## src/rtl/rid_pkg.sv

```systemverilog
package rid_pkg;
  typedef enum logic [1:0] {
    ST_IDLE = 2'd0,
    ST_SCAN = 2'd1,
    ST_FIN  = 2'd2
  } ridState_t;

  typedef struct packed {
    logic loadReq;
    logic stepRule;
    logic commit;
  } ridStrobes_t;
endpackage

```

## src/rtl/rid_ctrl.sv

```systemverilog
module rid_ctrl
  import rid_pkg::*;
(
  input  logic        clk,
  input  logic        rst_n,
  input  logic        start,
  input  logic        ruleHit,
  input  logic        lastRule,
  output ridStrobes_t strobes,
  output logic        done
);
  ridState_t state, stateNext;

  always_comb begin
    strobes   = '0;
    stateNext = state;
    unique case (state)
      ST_IDLE: if (start) begin
        strobes.loadReq = 1'b1;
        stateNext       = ST_SCAN;
      end
      ST_SCAN: begin
        strobes.stepRule = 1'b1;
        if (ruleHit || lastRule) stateNext = ST_FIN;
      end
      ST_FIN: begin
        strobes.commit = 1'b1;
        stateNext      = ST_IDLE;
      end
      default: stateNext = ST_IDLE;
    endcase
  end

  always_ff @(posedge clk or negedge rst_n) begin
    if (!rst_n) begin
      state <= ST_IDLE;
      done  <= 1'b0;
    end else begin
      state <= stateNext;
      done  <= strobes.commit;
    end
  end


  done_pulse_chk: assert property (@(posedge clk) disable iff (!rst_n)
    done |=> !done);
endmodule

```

## src/rtl/rid_datapath.sv

```systemverilog
module rid_datapath
  import rid_pkg::*;
#(
  parameter int ADDR_W    = 40,
  parameter int RULES     = 4,
  parameter int WAY_SLOTS = 8,
  localparam int RULE_IW  = $clog2(RULES),
  localparam int WAY_IW   = $clog2(WAY_SLOTS),
  localparam int ENTRIES  = RULES * WAY_SLOTS,
  localparam int CFG_AW   = $clog2(RULES + ENTRIES)
) (
  input  logic              clk,
  input  logic              rst_n,
  input  logic              cfgWrEn,
  input  logic [CFG_AW-1:0] cfgWrAddr,
  input  logic [31:0]       cfgWrData,
  input  logic [ADDR_W-1:0] chanAddr,
  input  logic              closedPage,
  input  ridStrobes_t       strobes,
  output logic              ruleHit,
  output logic              lastRule,
  output logic              miss,
  output logic [ADDR_W-1:0] rankAddr,
  output logic [3:0]        chanRank
);
  localparam int SHIFT_CLOSED = 6;
  localparam int SHIFT_OPEN   = 13;

  logic [31:0] ruleReg  [RULES];
  logic [31:0] entryReg [ENTRIES];

  logic [ADDR_W-1:0]  addrReg, prevLimit;
  logic               closedReg, hitFlag;
  logic [RULE_IW-1:0] ruleIdx;

  // configuration write port
  always_ff @(posedge clk or negedge rst_n) begin
    if (!rst_n) begin
      for (int i = 0; i < RULES; i++)   ruleReg[i]  <= '0;
      for (int i = 0; i < ENTRIES; i++) entryReg[i] <= '0;
    end else if (cfgWrEn) begin
      if (int'(cfgWrAddr) < RULES)
        ruleReg[RULE_IW'(cfgWrAddr)] <= cfgWrData;
      else if (int'(cfgWrAddr) < RULES + ENTRIES)
        entryReg[int'(cfgWrAddr) - RULES] <= cfgWrData;
    end
  end

  // current rule fields
  logic [31:0]       curRule;
  logic [ADDR_W-1:0] curLimit;
  logic [1:0]        waysLog;
  assign curRule  = ruleReg[ruleIdx];
  assign curLimit = ADDR_W'({curRule[11:1], {29{1'b1}}});
  assign waysLog  = curRule[29:28];
  assign ruleHit  = curRule[31] && (prevLimit <= addrReg) && (addrReg <= curLimit);
  assign lastRule = (int'(ruleIdx) == RULES - 1);

  // interleave removal
  logic [ADDR_W-1:0] shifted, lowBits, baseAddr, offset, rankNext;
  logic [WAY_IW-1:0] wayIdx, wayMask;
  logic [31:0]       curEntry;
  int                shiftAmt;

  always_comb begin
    shiftAmt = closedReg ? SHIFT_CLOSED : SHIFT_OPEN;
    shifted  = addrReg >> shiftAmt;
    lowBits  = addrReg & ((ADDR_W'(1) << shiftAmt) - ADDR_W'(1));
    wayMask  = WAY_IW'((1 << waysLog) - 1);
    wayIdx   = shifted[WAY_IW-1:0] & wayMask;
    baseAddr = ((shifted >> waysLog) << shiftAmt) | lowBits;
    curEntry = entryReg[int'(wayIdx) * RULES + int'(ruleIdx)];
    offset   = ADDR_W'({curEntry[15:2], 26'b0});
    rankNext = baseAddr - offset;
  end

  always_ff @(posedge clk or negedge rst_n) begin
    if (!rst_n) begin
      addrReg   <= '0;
      prevLimit <= '0;
      closedReg <= 1'b0;
      hitFlag   <= 1'b0;
      ruleIdx   <= '0;
      miss      <= 1'b0;
      rankAddr  <= '0;
      chanRank  <= '0;
    end else begin
      if (strobes.loadReq) begin
        addrReg   <= chanAddr;
        closedReg <= closedPage;
        prevLimit <= '0;
        hitFlag   <= 1'b0;
        ruleIdx   <= '0;
      end
      if (strobes.stepRule) begin
        if (ruleHit) hitFlag <= 1'b1;
        else begin
          prevLimit <= curLimit;
          if (!lastRule) ruleIdx <= ruleIdx + 1'b1;
        end
      end
      if (strobes.commit) begin
        miss <= !hitFlag;
        if (hitFlag) begin
          rankAddr <= rankNext;
          chanRank <= curEntry[19:16];
        end
      end
    end
  end


  strobe_onehot_chk: assert property (@(posedge clk) disable iff (!rst_n)
    $onehot0({strobes.loadReq, strobes.stepRule, strobes.commit}));


  miss_hold_chk: assert property (@(posedge clk) disable iff (!rst_n)
    ($past(strobes.commit) && miss) |-> $stable(rankAddr));


  low_bits_chk: assert property (@(posedge clk) disable iff (!rst_n)
    ($past(strobes.commit) && !miss && closedReg) |-> (rankAddr[5:0] == addrReg[5:0]));
endmodule

```

## src/rtl/rank_ilv_decoder.sv

```systemverilog
module rank_ilv_decoder
  import rid_pkg::*;
#(
  parameter int ADDR_W    = 40,
  parameter int RULES     = 4,
  parameter int WAY_SLOTS = 8,
  localparam int CFG_AW   = $clog2(RULES + RULES * WAY_SLOTS)
) (
  input  logic              clk,
  input  logic              rst_n,
  input  logic              cfgWrEn,
  input  logic [CFG_AW-1:0] cfgWrAddr,
  input  logic [31:0]       cfgWrData,
  input  logic              start,
  input  logic [ADDR_W-1:0] chanAddr,
  input  logic              closedPage,
  output logic              done,
  output logic              miss,
  output logic [ADDR_W-1:0] rankAddr,
  output logic [3:0]        chanRank,
  output logic [1:0]        dimmSel,
  output logic [1:0]        rankSel
);
  ridStrobes_t strobes;
  logic        ruleHit, lastRule;

  rid_ctrl i_ctrl (
    .clk(clk), .rst_n(rst_n), .start(start), .ruleHit(ruleHit),
    .lastRule(lastRule), .strobes(strobes), .done(done)
  );

  rid_datapath #(.ADDR_W(ADDR_W), .RULES(RULES), .WAY_SLOTS(WAY_SLOTS)) i_dp (
    .clk(clk), .rst_n(rst_n), .cfgWrEn(cfgWrEn), .cfgWrAddr(cfgWrAddr),
    .cfgWrData(cfgWrData), .chanAddr(chanAddr), .closedPage(closedPage),
    .strobes(strobes), .ruleHit(ruleHit), .lastRule(lastRule), .miss(miss),
    .rankAddr(rankAddr), .chanRank(chanRank)
  );

  assign dimmSel = chanRank[3:2];
  assign rankSel = chanRank[1:0];
endmodule

```

## config.mk

```make
export PLATFORM = sky130hd
export DESIGN_NAME = rank_ilv_decoder
export DESIGN_NICKNAME = d
export VERILOG_FILES = /design/src/rtl/rid_pkg.sv /design/src/rtl/rid_ctrl.sv /design/src/rtl/rid_datapath.sv /design/src/rtl/rank_ilv_decoder.sv
export SDC_FILE = /design/constraint.sdc
export NUM_CORES = 1
export LEC_CHECK = 0
export ABC_AREA = 0
export BUFFER_PORTS_ARGS = -buffer_cell sky130_fd_sc_hd__buf_4
export CAP_MARGIN = 20
export CORE_ASPECT_RATIO = 0.6
export CORE_MARGIN = 1.5
export CORE_UTILIZATION = 45
export DETAILED_ROUTE_END_ITERATION = 8
export PLACE_DENSITY_LB_ADDON = 0.25
export SYNTH_ARGS = -nofsm -noshare
export SYNTH_HDL_FRONTEND = slang
export SYNTH_SLANG_ARGS = --single-unit
```

## constraint.sdc

```tcl
create_clock -name clk -period 5.65 [get_ports clk]
set_clock_uncertainty 0.05 [all_clocks]
set_input_delay 1.13 -clock clk [delete_from_list [all_inputs] [get_ports clk]]
set_output_delay 1.13 -clock clk [all_outputs]
set_load 0.02 [all_outputs]
```

Yosys cells after proc, flatten, opt, wreduce, memory -nomap -nowiden
Cells that the tools add are included.
{"block": "word_totals", "regBits": 1284, "elab_cells": 121, "input_bits": 83}
{"block": "classes", "n_reduce_logical": 11, "add_sub_neg": 6, "muxes": 30, "shifts": 5, "n_eq_ne": 5, "bitwise": 8, "order_cmp": 10}
{"cell": "1024-bit bitwise mux", "count": 1}
{"cell": "32-bit binary-select mux with 5-bit select", "count": 1}
{"cell": "32-bit demux with 5-bit select", "count": 1}
{"cell": "128-bit bitwise mux", "count": 1}
{"cell": "32-bit two-way mux", "count": 4}
{"cell": "40-bit two-way mux", "count": 3}
{"cell": "40-bit less-or-equal comparator", "count": 2}
{"cell": "32-bit binary-select mux with 2-bit select", "count": 1}
{"cell": "32-bit demux with 2-bit select", "count": 1}
{"cell": "32-bit by 6-bit greater-or-equal comparator with 1-bit output, second input constant", "count": 2}
{"cell": "32-bit NOT", "count": 2}
{"cell": "40-bit AND", "count": 1}
{"cell": "20-bit two-way mux", "count": 2}
{"cell": "40-bit bitwise OR", "count": 1}
{"cell": "1-bit by 32-bit << shifter with 40-bit output, first input constant", "count": 1}
{"cell": "40-bit by 32-bit << shifter with 40-bit output", "count": 1}
{"cell": "40-bit by 2-bit >> shifter with 40-bit output", "count": 1}
{"cell": "40-bit by 32-bit >> shifter with 40-bit output", "count": 1}
{"cell": "40-bit by 1-bit subtractor with 40-bit output, second input constant", "count": 1}
{"cell": "40-bit subtractor", "count": 1}
{"cell": "32-bit by 1-bit less-than comparator with 1-bit output, second input constant", "count": 1}
{"cell": "2-bit two-way mux", "count": 6}
{"cell": "1-bit two-way mux", "count": 7}
{"cell": "6-bit by 3-bit subtractor with 7-bit output, second input constant", "count": 1}
{"cell": "other kinds (23)", "count": 31}

Depth between registers and ports, before layout
{"block": "logic_depth", "depth_word": 13, "depth_mapped": 20, "mapped_depth_nobuf": 16}

Hierarchy
Synthesis repeated with hierarchy kept, for this count alone.
{"block": "hier_totals", "cells_unflattened": 2612, "hier_area_um2": 36153.4}
{"module": "rid_datapath", "n_inst": 1, "cells_per_inst": 2598, "area_per_inst_um2": 35989.5}
{"module": "rid_ctrl", "n_inst": 1, "cells_per_inst": 10, "area_per_inst_um2": 133.9}
{"module": "rank_ilv_decoder", "n_inst": 1, "cells_per_inst": 4, "area_per_inst_um2": 30.0}

Least setup slack after synthesis
No wires, ideal clock.
{"block": "synth_timing", "path_kind": "flip-flop to flip-flop", "start": "register i_dp.ruleIdx[0]", "end": "register i_dp.rankAddr[38]", "path_stages_with_launch": 16, "slack_ns": 0.917, "t_required_ns": 5.469, "arrival_ns": 4.551, "path_cell_list": "dfrtp_1 buf_6 mux4_2 o21ai_2 buf_6 buf_6 mux4_2 mux4_2 o21ai_1 ha_1 a2111oi_0 nand2_1 a31o_2 a31o_2 nor4bb_1 or3_1"}
{"block": "synth_via", "elab_chain_cells": 13, "elab_cells_between_ends": 16, "cone_classes": "add/sub (3); shift (3); mux (6); bitwise (4)"}
{"element": "from (decl)", "line_no": "rid_datapath.sv:34", "text": "logic [RULE_IW-1:0] ruleIdx;"}
{"element": "from (signal assigned)", "line_no": "rid_datapath.sv:99", "text": "if (!lastRule) ruleIdx <= ruleIdx + 1'b1;"}
{"element": "2-bit NOT with 3-bit output (not written as such)", "line_no": "rid_datapath.sv:53", "text": "assign curRule = ruleReg[ruleIdx];"}
{"element": "32-bit binary-select mux with 2-bit select", "line_no": "rid_datapath.sv:53"}
{"element": "32-bit two-way mux (not written as such) (2 in series)", "line_no": "rid_datapath.sv:53"}
{"element": "1-bit by 2-bit << shifter with 3-bit output", "line_no": "rid_datapath.sv:69", "text": "wayMask = WAY_IW'((1 << waysLog) - 1);"}
{"element": "3-bit by 2-bit subtractor with 3-bit output", "line_no": "rid_datapath.sv:69"}
{"element": "3-bit AND", "line_no": "rid_datapath.sv:70", "text": "wayIdx = shifted[WAY_IW-1:0] & wayMask;"}
{"element": "5-bit by 2-bit adder with 6-bit output", "line_no": "rid_datapath.sv:72", "text": "curEntry = entryReg[int'(wayIdx) * RULES + int'(ruleIdx)];"}
{"element": "32-bit NOT (not written as such)", "line_no": "rid_datapath.sv:72"}
{"element": "32-bit binary-select mux with 5-bit select", "line_no": "rid_datapath.sv:72"}
{"element": "20-bit two-way mux (not written as such) (2 in series)", "line_no": "rid_datapath.sv:72"}
{"element": "40-bit subtractor *", "line_no": "rid_datapath.sv:74", "text": "rankNext = baseAddr - offset;"}
{"element": "to (signal assigned)", "line_no": "rid_datapath.sv:105", "text": "rankAddr <= rankNext;"}
{"element": "to (decl)", "line_no": "rid_datapath.sv:23", "text": "output logic [ADDR_W-1:0] rankAddr,"}
Every way passes the cells marked *; elsewhere a longest branch is shown, timed or not. The select of a mux whose other input is x is not followed.
A chain may end at the register's enable or synchronous reset.

Worst setup path after layout
Ends and elaborated chain as after synthesis.

==> results.toml <==
[setup_path]
start_kind = "flop"
slowest_stage = "mux4_2"
worst-setup-path-type = "reg -> reg"
crit_required_ns = 6.10
end_kind = "flop"
path_cells = "mux4_2 > o21ai_4 > buf_12 > buf_4 > mux4_2 > mux2i_1 > a32oi_1 > o21ai_1 > ha_1 > a2111oi_1 > nand2_1 > a31o_2 > a31o_2 > nor4bb_1 > or3_1"
critPathArrivalTime_ns = 5.71
slowest_delay_ns = 0.56
crit_fanout = 23

[yosys]
yosysTopAreaCell = "dfrtp_1"
yosysWarnings = 0
synthesis.nets = 2759
synth_seq_cells = 764
netlist_area_um2 = 36000
muxShareOfSynthArea_pct = 32.4
synth_common_cells = "dfrtp_1 (764), mux2_2 (642), nand2_1 (277), mux4_2 (175), clkbuf_1 (143)"
ys.flop_type = "dfrtp_1"
synth.distinct_cells = 54
synth_edf_count = 0
synth_fa_ha_area_share_pct = 2.39
synth_top_area_share_pct = 53.1
synth.most_common_cell = "dfrtp_1"
synth_compound_area_share_pct = 3.67
postSynthAreaPerCell_um2 = 13.8
ys_seq_area_share_pct = 53.1
synthXorXnorAreaFrac_pct = 0.316
synth_area_leaders = "dfrtp_1 (53%), mux2_2 (20%), mux4_2 (11%), nand2_1 (2.9%), ha_1 (2.3%)"
synth_top_family_by_area = "multiplexers"
async_flop_share_pct = 100
syn_inst = 2608
synth-simple-area-share_pct = 4.98

[grt]
grt_pass1_vias = 23200
grt_max_degree = 155
grt.total_usage_pct = 24.4
antenna_found_initial = 2
overflow = 0
grt_pass1_wl_um = 149000

[cells_and_area]
area_growth_pct = 12.8
nFillCells = 6677
drive_above_1_share_pct = 41.7
finalNonFillerCells = 3804
nets = 2830

[job]
cap_violations = 0

[worst_hold_path]
min_path_type = "reg -> reg"

[sta]
finalHoldViolCount = 0
drv_slew = 0
rsz0062_at_grt = "no"
setup-tns-final_ns = 0
fin_crit_ns = 5.25
tightest_slew_ns = 1.09
period_share_pct = 92.9
relSlewSlack_pct = 27.1
fmax_ghz = 0.190
setup_violations = 0

[routing]
drt_wl_total_um = 97700
vias = 22400
ant_nets = 0
drt_iter0_drc = 1877
drc = 0
dr.pass1.iters = 5
wl_met3_um = 8540
wl_per_cell_um = 25.7
dr_wl_met2_um = 40400
highest_layer = "met4"
wirelength_met1_um = 47000
routed_via_density = 5.89

[power_and_ir_drop]
combPwrFrac_pct = 33.9
p_sw_share_pct = 34.3
power.switching_uw = 6300
intPower_uw = 12000
max-vdd-ir-drop_uv = 369
clkPwrFrac_pct = 28.7
p_leak_uw = 0.0194
powerDensity_nw_per_um2 = 452
power_frac_seq_pct = 37.3

[cts]
cts-htree-levels = 3
clock_latency_ns = 0.65
clk_pin_slew_ns = 0.06
cts.sinks = 764
postCtsSetupRepairBufs = 0
root_buffer = "clkbuf_16"
clk_path_buf_depth = 3
tritoncts = "built"
numCtsBuffers = 73

[floorplan]
rows = 80
coreArea_um2 = 79300
io_pins = 133
start_util_pct = 45.4
dieHeight_um = 222
die_w_um = 368
dieArea_um2 = 81700

[run_status]
status = "finished, final reports clean"

[placed_design]
gp_congestion = 0.885
dp_hpwl_um = 64000
io_buffers = 122
dp.cells = 3670
final timing paths:
kind,from,end,slack (ns),depth (start not counted)
max,i_dp.ruleIdx[0]$_DFF_PN0_,i_dp.rankAddr[38]$_DFFE_PN0P_,0.40,15
min,i_dp.rankAddr[3]$_DFFE_PN0P_,i_dp.rankAddr[3]$_DFFE_PN0P_,0.43,2
max reg2reg,i_dp.ruleIdx[0]$_DFF_PN0_,i_dp.rankAddr[38]$_DFFE_PN0P_,0.40,15
min reg2reg,i_dp.rankAddr[3]$_DFFE_PN0P_,i_dp.rankAddr[3]$_DFFE_PN0P_,0.43,2
max in group asynchronous,rst_n,i_dp.entryReg[620]$_DFFE_PN0P_,3.67,2
min in group asynchronous,rst_n,i_dp.entryReg[453]$_DFFE_PN0P_,0.47,1
through the flow:
stage / area (µm²) / worst slack (ns) / util (%) / power [µW] / hold slack, ns
2_1_floorplan: 36000 / 0.917 / - / 11100 / 0.398
5_1_grt: 40600 / 0.0425 / 51.2 / 19400 / 0.458
6_report: 40600 / 0.399 / 51.2 / 18300 / 0.433
4_1_cts: 40600 / 0.303 / 51.2 / 18400 / 0.438
3_5_place_dp: 38000 / 0.345 / 48.0 / 13100 / 0.422
3_3_place_gp: 38000 / 0.401 / 48.0 / 12900 / 0.418
area by class of cell:
type | count | area, µm² | share of cell area, %
Antenna cell | 2 | 5.00 | 0.0123
Multi-Input combinational cell | 1591 | 15800 | 39.0
Clock buffer | 109 | 2200 | 5.41
Inverter | 65 | 244 | 0.601
Clock inverter | 23 | 358 | 0.881
Timing Repair Buffer | 184 | 1510 | 3.73
Sequential cell | 764 | 19100 | 47.1
Tap cell | 1066 | 1330 | 3.28
flip-flops by register name, summed over array words and instances (netlist names), 2 cells and up:
| signal | flops |
|---|---|
| i_ctrl.state | 2 |
| i_dp.addrReg | 40 |
| i_dp.chanRank | 4 |
| i_dp.entryReg | 576 |
| i_dp.prevLimit | 40 |
| i_dp.rankAddr | 40 |
| i_dp.ruleIdx | 2 |
| i_dp.ruleReg | 56 |
cells in the final DEF (no fill, tap or decap), types with 10 or more instances in the layout:
cell type / count
a21o_1: 11
a21oi_1: 51
a31oi_1: 10
a32oi_1: 14
buf_12: 10
buf_4: 173
clkbuf_1: 17
clkbuf_16: 77
clkbuf_8: 15
dfrtp_1: 762
ha_1: 67
inv_1: 64
mux2_2: 642
mux2i_1: 48
mux4_2: 175
nand2_1: 269
nand3_1: 15
nand4_1: 22
nor2_1: 41
o21ai_0: 104
o21ai_1: 11
what timing repair did:
| action | in CTS | in global routing |
|---|---|---|
| resized for setup | 0 | 1 |
| setup endpoints to repair | 0 | 1 |
| hold buffers | 0 | 0 |
logic make-up after synthesis:
| family | Yosys count |
|---|---|
| AND/OR/NAND/NOR | 416 |
| buffers and inverters | 253 |
| adder cells (fa/ha/maj) | 68 |
| XOR/XNOR | 13 |
| flip-flops | 764 |
| AO/OA/AOI/OAI | 229 |
| multiplexers | 865 |
per-layer routing:
| layer | global-route usage (%) | up-vias |
|---|---|---|
| met4 | 5.80 | 0 |
| met3 | 7.17 | 136 |
| met2 | 32.8 | 681 |
| li1 | - | 9610 |
| met1 | 38.3 | 12000 |
| met5 | 0 | - |
worst max-delay path, delay by kind of cell (launching register included):
family                     cells  cell delay, ns
AOI/OAI and AO/OA              6            1.69
adders and majority gates      1            0.37
buffers and inverters          2            0.53
DFF                            1            0.47
muxes                          3            1.29
and+or+nand+nor                3            0.71
power groups by stage:
| stage | clock network [µW] | logic (µW) | registers, µW |
|---|---|---|---|
| global route | 5620 | 6800 | 6940 |
| finish | 5270 | 6220 | 6850 |
| floorplan | 0 | 4200 | 6870 |
| detailed placement | 0 | 6170 | 6940 |
| global placement | 0 | 6020 | 6880 |
| CTS | 5380 | 6200 | 6840 |
No activity file was read; power rests on OpenSTA's default activity.
